$ cat config.mk
export PLATFORM = sky130hd
export DESIGN_NAME = alu16
export DESIGN_NICKNAME = d
export VERILOG_FILES = /design/src/rtl/alu16_pkg.sv /design/src/rtl/alu16_binadd.sv /design/src/rtl/alu16_bcdadd.sv /design/src/rtl/alu16_logic.sv /design/src/rtl/alu16.sv
export SDC_FILE = /design/constraint.sdc
export NUM_CORES = 1
export LEC_CHECK = 0
export BUFFER_PORTS_ARGS = -buffer_cell sky130_fd_sc_hd__buf_2
export CAP_MARGIN = 20
export CORE_MARGIN = 3
export CORE_UTILIZATION = 30
export DETAILED_ROUTE_END_ITERATION = 8
export PLACE_DENSITY_LB_ADDON = 0.15
export SLEW_MARGIN = 25
export SYNTH_ARGS = -nofsm -noshare
export SYNTH_HDL_FRONTEND = slang
export SYNTH_SLANG_ARGS = --single-unit
export TNS_END_PERCENT = 5
$ cat constraint.sdc
create_clock -name vclk -period 7.9
set_input_delay 0.79 -clock vclk [all_inputs]
set_output_delay 0.79 -clock vclk [all_outputs]
set_load 0.05 [all_outputs]
$ cat src/rtl/alu16_pkg.sv
package alu16_pkg;
   localparam logic [3:0] OP_ADD  = 4'h0;
   localparam logic [3:0] OP_ADDC = 4'h1;
   localparam logic [3:0] OP_SUBC = 4'h2;
   localparam logic [3:0] OP_SUB  = 4'h3;
   localparam logic [3:0] OP_CMP  = 4'h4;
   localparam logic [3:0] OP_DADD = 4'h5;
   localparam logic [3:0] OP_BTST = 4'h6;
   localparam logic [3:0] OP_BCLR = 4'h7;
   localparam logic [3:0] OP_BSET = 4'h8;
   localparam logic [3:0] OP_XOR  = 4'h9;
   localparam logic [3:0] OP_AND  = 4'hA;
   localparam logic [3:0] OP_MOVE = 4'hB;

   localparam int FL_V = 3;
   localparam int FL_N = 2;
   localparam int FL_Z = 1;
   localparam int FL_C = 0;

   localparam int LANE_B = 8;
endpackage

$ cat src/rtl/alu16_binadd.sv
module alu16_binadd #(
   parameter int W = 16
) (
   input  logic [W-1:0] a_i,
   input  logic [W-1:0] b_i,
   input  logic         cin_i,
   input  logic         byte_i,
   output logic [W-1:0] sum_o,
   output logic         cout_o,
   output logic         ovf_o
);
   import alu16_pkg::*;

   logic [W:0]      sum_w;
   logic [LANE_B:0] sum_b;
   logic            sa, sb, sr;

   assign sum_w = {1'b0, a_i} + {1'b0, b_i} + {{W{1'b0}}, cin_i};
   assign sum_b = {1'b0, a_i[LANE_B-1:0]} + {1'b0, b_i[LANE_B-1:0]}
                + {{LANE_B{1'b0}}, cin_i};

   always_comb begin
      if (byte_i) begin
         sum_o  = {{(W-LANE_B){1'b0}}, sum_b[LANE_B-1:0]};
         cout_o = sum_b[LANE_B];
         sa     = a_i[LANE_B-1];
         sb     = b_i[LANE_B-1];
      end else begin
         sum_o  = sum_w[W-1:0];
         cout_o = sum_w[W];
         sa     = a_i[W-1];
         sb     = b_i[W-1];
      end
      sr    = byte_i ? sum_o[LANE_B-1] : sum_o[W-1];
      ovf_o = (sa == sb) && (sr != sa);
   end
endmodule

$ cat src/rtl/alu16_bcdadd.sv
module alu16_bcdadd #(
   parameter int W = 16
) (
   input  logic [W-1:0] a_i,
   input  logic [W-1:0] b_i,
   input  logic         cin_i,
   input  logic         byte_i,
   output logic [W-1:0] sum_o,
   output logic         cout_o
);
   import alu16_pkg::*;

   localparam int NDIG   = W / 4;
   localparam int BDIG   = LANE_B / 4;

   logic [NDIG:0]   dc;
   logic [W-1:0]    raw;

   assign dc[0] = cin_i;

   for (genvar g = 0; g < NDIG; g++) begin : g_digit
      logic [4:0] t;
      logic [4:0] fix;
      logic       adj;
      assign t   = {1'b0, a_i[4*g +: 4]} + {1'b0, b_i[4*g +: 4]} + {4'b0, dc[g]};
      assign adj = (t > 5'd9);
      assign fix = adj ? (t + 5'd6) : t;
      assign raw[4*g +: 4] = fix[3:0];
      assign dc[g+1] = adj;
   end

   assign sum_o  = byte_i ? {{(W-LANE_B){1'b0}}, raw[LANE_B-1:0]} : raw;
   assign cout_o = byte_i ? dc[BDIG] : dc[NDIG];
endmodule

$ cat src/rtl/alu16_logic.sv
module alu16_logic #(
   parameter int W = 16
) (
   input  logic [W-1:0] src_i,
   input  logic [W-1:0] dst_i,
   output logic [W-1:0] and_o,
   output logic [W-1:0] clr_o,
   output logic [W-1:0] set_o,
   output logic [W-1:0] xor_o
);
   assign and_o = src_i & dst_i;
   assign clr_o = ~src_i & dst_i;
   assign set_o = src_i | dst_i;
   assign xor_o = src_i ^ dst_i;
endmodule

$ cat src/rtl/alu16.sv
module alu16 #(
   parameter int W = 16
) (
   input  logic [W-1:0] src_i,
   input  logic [W-1:0] dst_i,
   input  logic         carry_i,
   input  logic [3:0]   op_i,
   input  logic         byte_i,
   output logic [W-1:0] result_o,
   output logic         flag_v_o,
   output logic         flag_n_o,
   output logic         flag_z_o,
   output logic         flag_c_o,
   output logic [3:0]   flag_we_o,
   output logic         result_we_o
);
   import alu16_pkg::*;

   if (W % 4 != 0) begin : g_bad_width
      $error("alu16: W must be a multiple of 4");
   end
   if (W <= LANE_B) begin : g_bad_lane
      $error("alu16: W must exceed the byte lane");
   end

   localparam logic [W-1:0] MASK_B = {{(W-LANE_B){1'b0}}, {LANE_B{1'b1}}};

   logic         is_sub;
   logic         add_cin;
   logic [W-1:0] add_b;
   logic [W-1:0] add_sum, bcd_sum;
   logic         add_cout, add_ovf, bcd_cout;
   logic [W-1:0] l_and, l_clr, l_set, l_xor;
   logic [W-1:0] lane, res;
   logic         msb, zer;
   logic [3:0]   fl;

   assign is_sub = (op_i == OP_SUB) || (op_i == OP_SUBC) || (op_i == OP_CMP);
   assign add_b  = is_sub ? ~src_i : src_i;

   always_comb begin
      unique case (op_i)
         OP_ADD:          add_cin = 1'b0;
         OP_SUB, OP_CMP:  add_cin = 1'b1;
         default:         add_cin = carry_i;
      endcase
   end

   alu16_binadd #(.W(W)) u_add (
      .a_i(dst_i), .b_i(add_b), .cin_i(add_cin), .byte_i(byte_i),
      .sum_o(add_sum), .cout_o(add_cout), .ovf_o(add_ovf)
   );

   alu16_bcdadd #(.W(W)) u_bcd (
      .a_i(dst_i), .b_i(src_i), .cin_i(carry_i), .byte_i(byte_i),
      .sum_o(bcd_sum), .cout_o(bcd_cout)
   );

   alu16_logic #(.W(W)) u_log (
      .src_i(src_i), .dst_i(dst_i),
      .and_o(l_and), .clr_o(l_clr), .set_o(l_set), .xor_o(l_xor)
   );

   assign lane = byte_i ? MASK_B : {W{1'b1}};

   always_comb begin
      res         = dst_i;
      fl          = 4'b0000;
      flag_we_o   = 4'b0000;
      result_we_o = 1'b0;
      unique case (op_i)
         OP_ADD, OP_ADDC, OP_SUB, OP_SUBC, OP_CMP: begin
            res         = add_sum;
            flag_we_o   = 4'b1111;
            result_we_o = (op_i != OP_CMP);
         end
         OP_DADD: begin
            res         = bcd_sum;
            flag_we_o   = 4'b0111;
            result_we_o = 1'b1;
         end
         OP_AND, OP_BTST: begin
            res         = l_and & lane;
            flag_we_o   = 4'b1111;
            result_we_o = (op_i == OP_AND);
         end
         OP_XOR: begin
            res         = l_xor & lane;
            flag_we_o   = 4'b1111;
            result_we_o = 1'b1;
         end
         OP_BCLR: begin res = l_clr & lane; result_we_o = 1'b1; end
         OP_BSET: begin res = l_set & lane; result_we_o = 1'b1; end
         OP_MOVE: begin res = src_i & lane; result_we_o = 1'b1; end
         default: begin res = dst_i; end
      endcase

      msb = byte_i ? res[LANE_B-1] : res[W-1];
      zer = ((res & lane) == '0);
      fl[FL_N] = msb;
      fl[FL_Z] = zer;
      unique case (op_i)
         OP_ADD, OP_ADDC, OP_SUB, OP_SUBC, OP_CMP: begin
            fl[FL_V] = add_ovf;
            fl[FL_C] = add_cout;
         end
         OP_DADD: fl[FL_C] = bcd_cout;
         OP_AND, OP_BTST: fl[FL_C] = ~zer;
         OP_XOR: begin
            fl[FL_C] = ~zer;
            fl[FL_V] = byte_i ? (src_i[LANE_B-1] & dst_i[LANE_B-1])
                              : (src_i[W-1] & dst_i[W-1]);
         end
         default: ;
      endcase
      fl = fl & flag_we_o;
   end

   assign result_o = res;
   assign flag_v_o = fl[FL_V];
   assign flag_n_o = fl[FL_N];
   assign flag_z_o = fl[FL_Z];
   assign flag_c_o = fl[FL_C];
endmodule

==> metrics.cfg <==
[run_status]
status = finished with violations
failed_checks = negative setup slack

[global_route]
grt_use_total = 0.196
antenna_found_initial = 0
grt_max_degree = 56
first_global_vias = 4433
gr-total-overflow = 0
grt_first_pass_wirelength_mm = 23.5

[yosys]
synthCells = 571
synthXorXnorAreaFrac = 0.0941
netlist.area_leader.share = 0.147
synth_area_leaders = ha_1 (15%), xnor2_1 (6.8%), a21oi_1 (5.5%)
synth.most_common_cell = inv_1
synth_top_area_cell = ha_1
synth_simple_gate_area_share = 0.236
synth_fp_nets = 666
synth_warnings = 0
ys_top_cells_by_count = inv_1 (49), ha_1 (47), a21oi_1 (44)
synth.distinct_cells = 72
synth-compound-area-share = 0.327
synth.avg_cell_area_sq_um = 7.01
synth_top_family_by_area = compound AO/OA/AOI/OAI gates
synth_area_sq_um = 4000
synthAdderAreaFrac = 0.197
ys_seq_area_frac = 0
yosys-mux-area-fraction = 0.0591

[placement]
io_buffers = 63
dp.cells = 831
pre_cts_ws_ns = -1.02
place_congestion = 0.840
place_hpwl_mm = 11.9

[finish]
nets = 760
n_fill_cell = 1363
insertedDiodeCount = 0
postLayoutCoreUtil = 0.392
multi_input_area_sq_um = 3780
syn2layout_area_growth_pct = 25.5
nClkBuffers = 0
layout.cells.non_filler = 835
seq_cells = 0
seq_area_sq_um = 0
drive_gt1_frac = 0.267

[critical_path]
slowest_delay_ns = 0.42
slowest_stage = fa_2
path_class = input port to primary output
path_delay_family = adder cells
worstPathArrival_ns = 7.79
required_ns = 7.11
startpoint_type = input port
crit_top_cell = fa_2
crit_path_max_fanout = 3
critPathBufInv = 7
critPathCaptureType = primary output

[route]
vias = 4669
wl_per_cell_um = 18.2
drtIter0Drc = 361
drt_wl_total_mm = 15.2
avgViaCountPerCell = 5.59
top_layer_used = met4
ant_nets = 0
dr.pass1.iters = 5
drc = 0
wl_met1_mm = 6.97
met3WireLength_um = 855
routed-wl-met2_mm = 7.18

[sta]
rsz0062_at_grt = true
setup_viol = 5
worst_slew_pin_slew_ns = 0.825
post-route-period-util = 1.09
slew_headroom = 0.449
drv_slew = 0
timing_hold_violations_final = 0
fin_ws_ns = -0.677
max_freq_mhz = 117
finalCriticalPeriod_ns = 8.58

[floorplan]
io-pin-count = 63
die_y_um = 122
initial_core_util = 0.312
dieArea_sq_um = 14800
die_width_um = 122
core-area_sq_um = 12800
core.rowCount = 41

[power_and_ir_drop]
ir_drop_v = 0.0000501
power_density_nw_per_um2 = 118
leakage_nw = 2.34

[cts]
hold_buffers = 0

[worst_hold_path]
hp-class = input port to primary output

[job]
cap_violations = 0

report_power, final:
group	internal (mW)	leakage, nW	switching, mW
clock network	0	0	0
logic	0.250	2.34	0.345
registers	0	0	0
total	0.250	2.34	0.345
final timing paths:
| check | from | endpoint | slack, ns | cells after the start |
|---|---|---|---|---|
| worst min-delay path | dst_i[3] | result_o[3] | 2.13 | 5 |
| worst max-delay path | carry_i | flag_z_o | -0.68 | 35 |
layout by cell type, fill, tap and decap left out, drive strengths merged, types with 5 or more instances in the layout:
| cell type | instances |
|---|---|
| fa | 10 |
| or2 | 7 |
| nor3 | 11 |
| mux2 | 5 |
| inv | 49 |
| nand2b | 13 |
| nor2b | 17 |
| a211oi | 9 |
| xnor2 | 31 |
| a211o | 8 |
| a21oi | 44 |
| a22o | 5 |
| o21ai | 27 |
| o31ai | 8 |
| o22ai | 11 |
| or3 | 9 |
| nand2 | 37 |
| nand4 | 9 |
| ha | 47 |
| xor2 | 12 |
| a31oi | 10 |
| nand3 | 11 |
| nor2 | 38 |
| a21o | 14 |
| o21a | 6 |
| mux2i | 18 |
| buf | 127 |
final cells by class:
class                           count  area share
Inverter                           49      0.0366
Multi-Input combinational cell    487       0.752
Tap cell                          172      0.0428
Timing Repair Buffer              127       0.169
through the flow:
stage / cell area [sq um] / TNS [ns] / hold slack, ns / total power, mW
after floorplan: 4090 / -1.34 / 1.93 / 0.390
after global placement: 4910 / -2.81 / 2.12 / 0.565
after detailed placement: 4910 / -3.49 / 2.13 / 0.570
after CTS: 5010 / -1.65 / 2.13 / 0.591
after global routing: 5020 / -3.30 / 2.18 / 0.646
final: 5020 / -1.54 / 2.13 / 0.595
metal layers:
metal  GRT usage  vias up
li1            -     2285
met1       0.279     2253
met2       0.337      121
met3     0.00979       10
met4      0.0210        0
met5           0        -
logic make-up (layout without fill, tap and decap cells):
kind of cell / Yosys count / after routing
compound gates: 187 / 187
simple gates: 177 / 177
buf+inv: 84 / 176
fa+ha+maj: 57 / 57
xor+xnor: 43 / 43
mux: 23 / 23
worst min-delay path, cell delays in order:
cell	delay [ns]
buf_2	0.10
inv_1	0.06
buf_4	0.10
a21oi_1	0.06
buf_2	0.21
timing repair:
item	CTS	global route
gates cloned	0	0
endpoints found under the hold margin	0	0
buffers inserted	3	1
setup endpoints to repair	6	6
resized for setup	23	1
pin swaps	6	1
Note: power is estimated with default switching activity, not from simulation.
